===== src/rtl/kbd_legacy_pkg.sv =====
package kbd_legacy_pkg;

  localparam int REG_W     = 16;
  localparam int NUM_TRAPS = 4;

  // bit positions of the legacy-support word
  localparam int B_TRAP_EN   = 0;   // 4 enables, bits 3:0
  localparam int B_USB_SMI   = 4;
  localparam int B_A20_EN    = 5;
  localparam int B_A20_BUSY  = 6;
  localparam int B_A20_SMI   = 7;
  localparam int B_TRAP_FLAG = 8;   // 4 flags, bits 11:8
  localparam int B_USB_IRQ   = 12;
  localparam int B_RSVD      = 14;
  localparam int B_PIRQ_RT   = 13;
  localparam int B_A20_END   = 15;

  localparam logic [REG_W-1:0] RESET_WORD = 16'h2000;

  typedef struct packed {
    logic [NUM_TRAPS-1:0] trap_en;
    logic                 usb_smi_en;
    logic                 a20_en;
    logic                 a20_smi_en;
    logic                 pirq_route;
  } ctl_t;

endpackage


===== src/rtl/kbd_port_watch.sv =====
module kbd_port_watch
  import kbd_legacy_pkg::*;
#(
  parameter int               PORT_W    = 16,
  parameter logic [PORT_W-1:0] DATA_PORT = 16'h0060,
  parameter logic [PORT_W-1:0] CMD_PORT  = 16'h0064
) (
  input  logic                 io_valid,
  input  logic                 io_write,
  input  logic [PORT_W-1:0]    io_port,
  output logic [NUM_TRAPS-1:0] acc_ev
);

  // event order: data read, data write, command read, command write
  for (genvar i = 0; i < NUM_TRAPS; i++) begin : g_ev
    localparam logic [PORT_W-1:0] PORT_SEL = (i < 2) ? DATA_PORT : CMD_PORT;
    localparam logic              WR_SEL   = (i % 2) == 1;
    always_comb begin
      acc_ev[i] = io_valid && (io_port == PORT_SEL) && (io_write == WR_SEL);
    end
  end

endmodule


===== src/rtl/kbd_sticky_flag.sv =====
module kbd_sticky_flag (
  input  logic clk,
  input  logic rst_n,
  input  logic set_i,
  input  logic clr_i,
  output logic q_o
);

  logic q_d;

  // a new event outranks a clear in the same cycle
  always_comb begin
    q_d = q_o;
    if (clr_i) q_d = 1'b0;
    if (set_i) q_d = 1'b1;
  end

  always_ff @(posedge clk or negedge rst_n) begin
    if (!rst_n) q_o <= 1'b0;
    else        q_o <= q_d;
  end

endmodule


===== src/rtl/kbd_smi_combine.sv =====
module kbd_smi_combine
  import kbd_legacy_pkg::*;
(
  input  logic [NUM_TRAPS-1:0] trap_flag,
  input  logic [NUM_TRAPS-1:0] trap_en,
  input  logic                 usb_irq,
  input  logic                 usb_smi_en,
  input  logic                 a20_end_flag,
  input  logic                 a20_smi_en,
  output logic                 smi_n_o
);

  logic trap_src, usb_src, a20_src;

  always_comb begin
    trap_src = |(trap_flag & trap_en);
    usb_src  = usb_irq && usb_smi_en;
    a20_src  = a20_end_flag && a20_smi_en;
    smi_n_o  = !(trap_src || usb_src || a20_src);
  end

endmodule


===== src/rtl/kbd_legacy_ctl.sv =====
module kbd_legacy_ctl
  import kbd_legacy_pkg::*;
#(
  parameter int                ADDR_W      = 8,
  parameter logic [ADDR_W-1:0] REG_OFFSET  = 8'hC0,
  parameter int                PORT_W      = 16,
  parameter logic [PORT_W-1:0] DATA_PORT   = 16'h0060,
  parameter logic [PORT_W-1:0] CMD_PORT    = 16'h0064,
  parameter int                SYNC_STAGES = 2
) (
  input  logic              clk,
  input  logic              rst_n,
  input  logic [ADDR_W-1:0] cfg_addr,
  input  logic              cfg_we,
  input  logic [1:0]        cfg_be,
  input  logic [REG_W-1:0]  cfg_wdata,
  output logic [REG_W-1:0]  cfg_rdata,
  input  logic              io_valid,
  input  logic              io_write,
  input  logic [PORT_W-1:0] io_port,
  output logic              io_trap,
  input  logic              usb_irq,
  input  logic              a20_active,
  input  logic              a20_end,
  output logic              a20_pass_en,
  output logic              smi_n,
  output logic              pirqd_irq
);

  // reset: asserted asynchronously, released on the clock
  logic [SYNC_STAGES-1:0] rst_pipe;
  logic                   rst_sync_n;

  always_ff @(posedge clk or negedge rst_n) begin
    if (!rst_n) rst_pipe <= '0;
    else        rst_pipe <= {rst_pipe[SYNC_STAGES-2:0], 1'b1};
  end
  assign rst_sync_n = rst_pipe[SYNC_STAGES-1];

  // write decode
  logic reg_hit, wr_lo, wr_hi;
  always_comb begin
    reg_hit = (cfg_addr == REG_OFFSET);
    wr_lo   = cfg_we && reg_hit && cfg_be[0];
    wr_hi   = cfg_we && reg_hit && cfg_be[1];
  end

  // read/write control bits
  ctl_t ctl_q, ctl_d;

  always_comb begin
    ctl_d = ctl_q;
    if (wr_lo) begin
      ctl_d.trap_en    = cfg_wdata[B_TRAP_EN +: NUM_TRAPS];
      ctl_d.usb_smi_en = cfg_wdata[B_USB_SMI];
      ctl_d.a20_en     = cfg_wdata[B_A20_EN];
      ctl_d.a20_smi_en = cfg_wdata[B_A20_SMI];
    end
    if (wr_hi) begin
      ctl_d.pirq_route = cfg_wdata[B_PIRQ_RT];
    end
  end

  always_ff @(posedge clk or negedge rst_sync_n) begin
    if (!rst_sync_n) begin
      ctl_q.trap_en    <= RESET_WORD[B_TRAP_EN +: NUM_TRAPS];
      ctl_q.usb_smi_en <= RESET_WORD[B_USB_SMI];
      ctl_q.a20_en     <= RESET_WORD[B_A20_EN];
      ctl_q.a20_smi_en <= RESET_WORD[B_A20_SMI];
      ctl_q.pirq_route <= RESET_WORD[B_PIRQ_RT];
    end else begin
      ctl_q <= ctl_d;
    end
  end

  // access detection
  logic [NUM_TRAPS-1:0] acc_ev;

  kbd_port_watch #(
    .PORT_W   (PORT_W),
    .DATA_PORT(DATA_PORT),
    .CMD_PORT (CMD_PORT)
  ) u_watch (
    .io_valid(io_valid),
    .io_write(io_write),
    .io_port (io_port),
    .acc_ev  (acc_ev)
  );

  // sticky access flags
  logic [NUM_TRAPS-1:0] trap_flag_q;

  for (genvar i = 0; i < NUM_TRAPS; i++) begin : g_flag
    kbd_sticky_flag u_flag (
      .clk  (clk),
      .rst_n(rst_sync_n),
      .set_i(acc_ev[i]),
      .clr_i(wr_hi && cfg_wdata[B_TRAP_FLAG + i]),
      .q_o  (trap_flag_q[i])
    );
  end

  // passthrough-ended flag
  logic a20_end_q;

  kbd_sticky_flag u_a20_flag (
    .clk  (clk),
    .rst_n(rst_sync_n),
    .set_i(a20_end && ctl_q.a20_en),
    .clr_i(wr_hi && cfg_wdata[B_A20_END]),
    .q_o  (a20_end_q)
  );

  // SMI merge
  kbd_smi_combine u_smi (
    .trap_flag   (trap_flag_q),
    .trap_en     (ctl_q.trap_en),
    .usb_irq     (usb_irq),
    .usb_smi_en  (ctl_q.usb_smi_en),
    .a20_end_flag(a20_end_q),
    .a20_smi_en  (ctl_q.a20_smi_en),
    .smi_n_o     (smi_n)
  );

  // outputs
  logic [REG_W-1:0] word;

  always_comb begin
    word                                = '0;
    word[B_TRAP_EN +: NUM_TRAPS]        = ctl_q.trap_en;
    word[B_USB_SMI]                     = ctl_q.usb_smi_en;
    word[B_A20_EN]                      = ctl_q.a20_en;
    word[B_A20_BUSY]                    = a20_active && ctl_q.a20_en;
    word[B_A20_SMI]                     = ctl_q.a20_smi_en;
    word[B_TRAP_FLAG +: NUM_TRAPS]      = trap_flag_q;
    word[B_USB_IRQ]                     = usb_irq;
    word[B_PIRQ_RT]                     = ctl_q.pirq_route;
    word[B_RSVD]                        = 1'b0;
    word[B_A20_END]                     = a20_end_q;
    cfg_rdata   = reg_hit ? word : '0;
    io_trap     = |(acc_ev & ctl_q.trap_en);
    a20_pass_en = ctl_q.a20_en;
    pirqd_irq   = usb_irq && ctl_q.pirq_route;
  end

endmodule


===== config.mk =====
export PLATFORM = sky130hd
export DESIGN_NAME = kbd_legacy_ctl
export DESIGN_NICKNAME = d
export VERILOG_FILES = /design/src/rtl/kbd_legacy_pkg.sv /design/src/rtl/kbd_port_watch.sv /design/src/rtl/kbd_sticky_flag.sv /design/src/rtl/kbd_smi_combine.sv /design/src/rtl/kbd_legacy_ctl.sv
export SDC_FILE = /design/constraint.sdc
export NUM_CORES = 1
export LEC_CHECK = 0
export BUFFER_PORTS_ARGS = -buffer_cell sky130_fd_sc_hd__buf_4
export CAP_MARGIN = 5
export CORE_UTILIZATION = 41
export CTS_CLUSTER_DIAMETER = 50
export DETAILED_ROUTE_END_ITERATION = 10
export PLACE_DENSITY = 0.83
export SKIP_CTS_REPAIR_TIMING = 1
export SYNTH_ARGS = -nofsm -noshare
export SYNTH_HDL_FRONTEND = slang
export SYNTH_SLANG_ARGS = --single-unit

===== constraint.sdc =====
create_clock -name clk -period 3.3 [get_ports clk]
set_clock_uncertainty 0.1 [all_clocks]
set_input_delay 0.495 -clock clk [delete_from_list [all_inputs] [get_ports clk]]
set_output_delay 0.495 -clock clk [all_outputs]
set_load 0.01 [all_outputs]

==> impl_metrics.ini, run 1 <==
[synth]
syn_avg_cell_area_um2 = 10.35
synth_edf_count = 0
syn_area_um2 = 848.3
yosys_warnings = 0
synthFlopType = dfrtp_1
ys_types = 29
ys_seq_area_share_pct = 44.40
async_flop_share_pct = 100.0
synthCells = 82
synth_nets = 132
ys_ff_latch = 15

[grt]
grt_pass1_wl_mm = 3.160
grt_pass1_vias = 770
antenna_found_initial = 0
grt_max_degree = 14
grt_usage_pct = 20.70
grt_overflow = 0

[clock_tree]
clk_latency_ps = 270
root_buffer = clkbuf_4
cts-buffers-inserted = 3
htreeDepth = 1
clkSlewWorstSetupHoldPaths_ps = 80
cts_tree = built
clock_sinks = 15
cts_buffer_depth = 2

[final_layout]
drive_above_1_share_pct = 53.69
final_cell_mix = buf_4, and2_1, dfrtp_1
antenna_cells = 0
nets = 200
syn_to_final_growth_pct = 64.31
final_common_cell = buf_4

[critical_path]
worstPathRequired_ps = 2700
r2r_start = ctl_q[6]$_DFFE_PN0P_
path_class = in2out
end_kind = output pin
reg2reg_slack_ps = 2400
crit_chain = buf_4, or4_1, nor2_1, buf_4, and2_1, buf_4
cp_common_cell = buf_4
cpPeakStageDelay_ps = 700
start_kind = input pin
worstSetupStartpoint = cfg_addr[1]
crit_path_top_delay_cell = or4_1
critPathMaxFanout = 8
cp_data_arrival_time_ps = 2150

[die]
start_util_pct = 43.24
die_area_um2 = 2255
rows = 16
io_pins = 70
core_area_um2 = 1962
die_w_um = 47.49
die_y_um = 47.49

[power]
powerDensity_nw_per_um2 = 260.6
peakVddDrop_mv = 0.3018
p_leak_nw = 0.7187

[routing]
vias_per_cell = 4.915
firstDrtPassIters = 4
wl_mm = 2.159
via_count = 865
drc = 0
ant_nets = 0
wire_per_inst_um = 12.27
drt_iter0_drc = 7

[timing]
tns_ps = 0
whs_ps = 113.3
period_minus_slack_ps = 2745
finalHoldViolCount = 0
fin_ws_ps = 555.2
rsz0062_at_grt = false
max_freq_mhz = 364.3
max_slew.worst_pin.slew_ps = 515.4
setup_viol = 0
drv_slew = 0
finalCritPeriodShare_pct = 83.18
slew_headroom_pct = 65.64

[status]
status = finished clean

[place]
place.gp.congestion = 0.7937
post-place-ws_ps = 564.1
place.detailed.hpwl_mm = 1.792
io_buffers = 65

[flow_run]
cap_violations = 0

[hold_path]
hold_path.class = reg2async
==> where the power goes <==
| group | switching, mW | internal (mW) | total (mW) | leakage (nW) |
|---|---|---|---|---|
| clock | 0.0533 | 0.0467 | 0.100 | 0.0150 |
| combinational | 0.0193 | 0.0452 | 0.0645 | 0.504 |
| sequential | 0.00755 | 0.191 | 0.199 | 0.200 |
| total | 0.0802 | 0.283 | 0.363 | 0.719 |
==> critical path, delay by kind of cell <==
| family | cells | cell delay [ps] |
|---|---|---|
| buf+inv | 3 | 440 |
| simple gates | 3 | 1220 |
==> area by class of cell <==
cell class              count  area (um2)
repair buffers             67       505.5
multi-input cells          62       447.9
well taps                  27       33.78
flip-flops and latches     15       376.6
fillers                   173       568.0
inverters                   1       3.754
clock buffers               4       26.28
==> path summary, 6_finish.rpt <==
check	cells past startpoint	endpoint
setup / recovery	6	cfg_rdata[9]
hold / removal	0	a20_pass_en$_DFFE_PN0P_
setup reg to reg	1	ctl_q[6]$_DFFE_PN0P_
hold reg to reg	0	a20_pass_en$_DFFE_PN0P_
max in group asynchronous	2	rst_pipe[0]$_DFF_PN0_
min in group clk	0	rst_pipe[1]$_DFF_PN0_
==> sequential cells by signal (all words and copies together), names as in the netlist <==
register and cells:
a20_pass_en 1, ctl_q 7, g_flag.u_flag.q_o 4, u_a20_flag.q_o 1, rst_pipe 2
==> cell usage after synthesis (2+ instances only) <==
| master | instances | share of area, % |
|---|---|---|
| and2_1 | 15 | 11 |
| dfrtp_1 | 14 | 41 |
| mux2_2 | 8 | 11 |
| nand2_1 | 6 | 2.7 |
| o31ai_1 | 5 | 4.4 |
| nand3_1 | 4 | 2.4 |
| o21ai_0 | 3 | 1.8 |
| a22oi_1 | 2 | 1.8 |
| clkbuf_1 | 2 | 0.89 |
| conb_1 | 2 | 0.89 |
| nand2b_1 | 2 | 1.5 |
| nor4_1 | 2 | 1.5 |
==> logic make-up (layout without fill, tap and decap cells) <==
group / Yosys count / count (layout) / share of synthesized area [%]
simple gates: 39 / 39 / 28.61
flops: 15 / 15 / 44.40
compound gates: 12 / 12 / 10.03
mux: 9 / 9 / 13.27
buf+inv: 5 / 72 / 2.802
other cells: 2 / 2 / 0.8853
==> through the flow <==
| step | utilization (%) | total power, mW | cells | instance area [um2] |
|---|---|---|---|---|
| floorplan | - | 0.2175 | 82 | 848.3 |
| global placement | 69.20 | 0.2644 | 171 | 1358 |
| detailed placement | 69.20 | 0.2666 | 171 | 1358 |
| CTS | 70.54 | 0.3668 | 175 | 1384 |
| global route | 71.05 | 0.3817 | 176 | 1394 |
| finish | 71.05 | 0.3633 | 176 | 1394 |
==> layer usage <==
metal	routed length [um]	GRT usage, %	vias to the layer above
li1	-	-	431
met4	21	8.571	0
met1	901	27.25	399
met2	1076	33.97	33
met3	159	3.396	2
met5	0	0	-
No activity file was read; power rests on OpenSTA's default activity.
==> inputs of run 2 (changes only) <==
- ABC_AREA: unset -> 1
- CORE_ASPECT_RATIO: unset -> 0.6
- CORE_UTILIZATION: 41 -> 38
- PLACE_DENSITY: 0.83 -> 0.78
- clock period: 3.3 -> 2.8 ns (I/O delays scaled with it)
==> impl_metrics.ini, run 2 <==
[critical_path]
crit_family = simple AND/OR/NAND/NOR gates
cpPeakStageDelay_ps = 230
crit_chain = buf_4, nor2_1, nand2_1, nor2_1, nand4_1, nor2_1, nor2_1, nand2_1, buf_4
critPathBufInv = 2
worstPathRequired_ps = 2280
cp_common_cell = nor2_1
start_kind = input pin
reg2reg_slack_ps = 1930
cp_data_arrival_time_ps = 1500
end_kind = output pin
crit_path_top_delay_cell = nor2_1
critPathMaxFanout = 4
path_class = in2out
reg2regPathDepth = 2
timing.rr.end = ctl_q[0]$_DFFE_PN1P_
r2r_start = ctl_q[0]$_DFFE_PN1P_

[timing]
max_freq_mhz = 495.4
fin_ws_ps = 781.4
tns_ps = 0
max_slew.worst_pin.slew_ps = 502.2
setup_viol = 0
drv_slew = 0
finalCritPeriodShare_pct = 72.09
rsz0062_at_grt = false
finalHoldViolCount = 0
whs_ps = 99.02
slew_headroom_pct = 66.52
period_minus_slack_ps = 2019

[final_layout]
top_regs = ctl_q: 7 flops, g_flag.u_flag.q_o: 4 flops, rst_pipe: 2 flops
final_common_cell = buf_4
drive_above_1_share_pct = 36.79
antenna_cells = 0
top_register = ctl_q
largest_reg_flops = 7
nets = 244
final_cell_mix = buf_4, nor2_1, inv_1
syn_to_final_growth_pct = 64.96

[routing]
top_layer = met4
dr_wl_met2_mm = 1.139
vias_per_cell = 4.511
ant_nets = 0
wl_mm = 2.398
firstDrtPassIters = 3
via_count = 997
wl_met3_um = 140
wire_per_inst_um = 10.85
wirelength_met1_mm = 1.108
drc = 0
drt_iter0_drc = 23

[synth]
yosys_warnings = 0
syn_area_um2 = 853.3
synthCells = 126
synthTopCellsByCount = nor2_1, inv_1, dfrtp_1, nand2_1, a21oi_1
synth_nets = 176
ys_seq_area_share_pct = 44.13
synth.most_common_cell = nor2_1
syn_avg_cell_area_um2 = 6.772
synthFlopType = dfrtp_1
yosysTopAreaCell = dfrtp_1
synth_edf_count = 0
async_flop_share_pct = 100.0
ys_types = 17
synth.area.top_cells = dfrtp_1, nor2_1, inv_1
ys_ff_latch = 15
yosys.area.top_type_share_pct = 41.06

[power]
powerDensity_nw_per_um2 = 335.5
p_int_mw = 0.3716
clockPowerShare_pct = 36.8
sequentialPowerShare_pct = 48.0
p_sw_mw = 0.1006
power.total_mw = 0.4722
p_leak_nw = 0.8478
p_comb_share_pct = 15.3
swShare_pct = 21.31
peakVddDrop_mv = 0.2138

[clock_tree]
cts_buffer_depth = 2
clk_latency_ps = 250
clock_sinks = 15
cts_tree = built
htreeDepth = 1
clkSlewWorstSetupHoldPaths_ps = 60
root_buffer = clkbuf_8
cts-buffers-inserted = 3

[die]
rows = 12
die_area_um2 = 2445
core_area_um2 = 1982
io_pins = 70
start_util_pct = 43.06
die_w_um = 63.18
die_y_um = 38.71

[hold_path]
hold_path.class = reg2async

[grt]
antenna_found_initial = 0
grt_overflow = 0
grt_pass1_wl_mm = 3.850
grt_pass1_vias = 902
grt_max_degree = 16
grt_usage_pct = 21.31

[place]
io_buffers = 65
place.detailed.hpwl_mm = 1.947
post-place-ws_ps = 823.7
place.gp.congestion = 0.8524

[status]
status = finished clean

[flow_run]
cap_violations = 0
-- run 2: changes by cell type after synthesis, moves of 5 or more --
cell,previous run,this run
nor2_1,1,41
inv_1,1,25
and2_1,15,0
a21oi_1,0,8
mux2_2,8,0
nand2_1,6,14
o31ai_1,5,0
-- run 2: logic make-up (layout without fill, tap and decap cells) --
group / after synthesis / after routing / share of synthesized area [%]
AOI/OAI and AO/OA: 16 / 16 / 9.824
buffers and inverters: 28 / 95 / 13.78
DFF: 15 / 15 / 44.14
other: 2 / 2 / 0.8801
and+or+nand+nor: 65 / 65 / 31.38
-- run 2: metal layers --
layer | vias up | GRT usage, %
met5 | - | 0
met4 | 0 | 6.818
met3 | 3 | 5.588
met2 | 40 | 38.17
met1 | 441 | 25.82
li1 | 513 | -
-- run 2: per-stage QoR --
stage                     util, %  cell area, um2  instances
after floorplan                 -           853.3        126
after global placement      68.24            1353        216
after detailed placement    68.24            1353        216
after CTS                   70.52            1398        220
after global routing        71.02            1408        221
final                       71.02            1408        221
-- run 2: how the worst max path moves through the flow --
stage                start       endpoint  slack, ps  depth (start not counted)
3_5_place_dp   io_port[13]        io_trap        820                          9
6_report       io_port[13]        io_trap        780                          9
4_1_cts        io_port[13]        io_trap        820                          9
2_1_floorplan  cfg_addr[3]  cfg_rdata[10]       1140                          6
3_3_place_gp   io_port[15]        io_trap        900                          9
5_1_grt        io_port[13]        io_trap        640                          9
-- run 2: power by group through the flow --
stage | registers, mW | clock network [mW] | logic, mW
finish | 0.227 | 0.174 | 0.0721
global route | 0.228 | 0.181 | 0.0801
CTS | 0.227 | 0.177 | 0.0714
detailed placement | 0.231 | 0 | 0.0712
global placement | 0.230 | 0 | 0.0688
floorplan | 0.229 | 0 | 0.0166
-- run 2: cell type report --
| class | count | area, um2 |
|---|---|---|
| Timing Repair Buffer | 66 | 498.0 |
| Multi-Input combinational cell | 83 | 359.1 |
| Sequential cell | 15 | 376.6 |
| Clock buffer | 4 | 45.04 |
| Inverter | 25 | 93.84 |
| Tap cell | 28 | 35.03 |
| Fill cell | 183 | 574.3 |
==> inputs of run 3 (changes only) <==
- clock period: 2.8 -> 2 ns (I/O delays scaled with it)
==> impl_metrics.ini, run 3 (synthesis gave the netlist of run 2 again) <==
[place]
place.detailed.hpwl_mm = 1.957
io_buffers = 65
dp_cells = 216
dpl_cell_area_um2 = 1353
place.gp.congestion = 0.8512

[power]
powerDensity_nw_per_um2 = 470.5
p_comb_share_pct = 15.3
p_sw_mw = 0.1424
p_leak_nw = 0.8478
clockPowerShare_pct = 36.8
sequentialPowerShare_pct = 47.9
peakVddDrop_mv = 0.3832
p_int_mw = 0.5199
swShare_pct = 21.50
power.total_mw = 0.6623

[final_layout]
largest_reg_flops = 7
final_common_cell = buf_4
drive_above_1_share_pct = 36.79
stdcell_area_um2 = 1408
nets = 244
top_register = ctl_q
fin_cells = 221
top_regs = ctl_q: 7 flops, g_flag.u_flag.q_o: 4 flops, rst_pipe: 2 flops
final_cell_mix = buf_4, nor2_1, inv_1
antenna_cells = 0
fillers = 163
syn_to_final_growth_pct = 64.96

[routing]
ant_nets = 0
firstDrtPassIters = 4
vias_per_cell = 4.502
wl_mm = 2.491
drc = 0
drt_iter0_drc = 24
wire_per_inst_um = 11.27
via_count = 995

[clock_tree]
clkSlewWorstSetupHoldPaths_ps = 60
root_buffer = clkbuf_8
clk_latency_ps = 240
clock_sinks = 15
cts_buffer_depth = 2
cts_tree = built
cts-buffers-inserted = 3
htreeDepth = 1

[timing]
whs_ps = 109.7
max_freq_mhz = 547.6
slew_headroom_pct = 65.24
setup_viol = 0
finalHoldViolCount = 0
rsz0062_at_grt = false
drv_slew = 0
period_minus_slack_ps = 1826
max_slew.worst_pin.slew_ps = 521.5
finalCritPeriodShare_pct = 91.31
tns_ps = 0

[flow_run]
cap_violations = 0

[critical_path]
reg2regPathDepth = 2
reg2reg_slack_ps = 1140
critPathMaxFanout = 4
timing.rr.end = ctl_q[0]$_DFFE_PN1P_
worstPathRequired_ps = 1600
crit_chain = buf_4, nor2_1, nand2_1, nor2_1, nand4_1, nor2_1, nor2_1, nand2_1, buf_4
r2r_start = ctl_q[0]$_DFFE_PN1P_
cp_common_cell = nor2_1
path_class = in2out
crit_path_top_delay_cell = nor2_1
start_kind = input pin
worstSetupStartpoint = io_port[15]
cpPeakStageDelay_ps = 240
cp_data_arrival_time_ps = 1430
end_kind = output pin

[die]
core_area_um2 = 1982
die_y_um = 38.71
rows = 12
io_pins = 70
start_util_pct = 43.06
die_area_um2 = 2445
die_w_um = 63.18

[hold_path]
hold_path.class = reg2async

[grt]
grt_usage_pct = 21.99
grt_max_degree = 16
grt_pass1_wl_mm = 3.974
antenna_found_initial = 0
grt_pass1_vias = 917
grt_overflow = 0

[status]
status = finished clean
-- run 3: cell counts in the layout (fill, tap and decap cells not counted) --
Identical to the previous run, type by type.
-- run 3: metal layers --
metal | GRT usage (%) | part of all wire [%]
met3 | 5.294 | 6.6
met5 | 0 | 0
met1 | 27.45 | 45
met4 | 5.682 | 1.8
met2 | 39.25 | 47
-- run 3: worst max path at each step --
| stage | to | slack (ps) | cells after the start |
|---|---|---|---|
| after floorplan | cfg_rdata[10] | 580 | 6 |
| after global placement | io_trap | 340 | 9 |
| after detailed placement | io_trap | 250 | 9 |
| after CTS | io_trap | 210 | 9 |
| after global routing | io_trap | 90 | 9 |
| final | io_trap | 170 | 9 |
-- run 3: final cells by class --
cell class                      count  area [um2]  share of cell area (%)
Timing Repair Buffer               66       498.0                   35.38
Sequential cell                    15       376.6                   26.76
Multi-Input combinational cell     83       359.1                   25.51
Inverter                           25       93.84                   6.667
Clock buffer                        4       45.04                   3.200
Tap cell                           28       35.03                   2.489
-- run 3: metrics by stage --
step / setup slack [ps] / utilization (%)
floorplan: 576.1 / -
global placement: 337.4 / 68.24
detailed placement: 249.0 / 68.24
CTS: 209.6 / 70.52
global route: 92.81 / 71.02
finish: 173.9 / 71.02
-- run 3: critical path: cells and delay by family --
family	cells	cell delay (ps)
AND/OR/NAND/NOR	7	880
buffers and inverters	2	230
-- run 3: power by group through the flow --
stage / combinational [mW] / clock [mW] / sequential (mW)
after global routing: 0.112 / 0.257 / 0.319
after global placement: 0.0964 / 0 / 0.323
after detailed placement: 0.0995 / 0 / 0.323
final: 0.102 / 0.244 / 0.317
after floorplan: 0.0233 / 0 / 0.321
after CTS: 0.0998 / 0.247 / 0.318
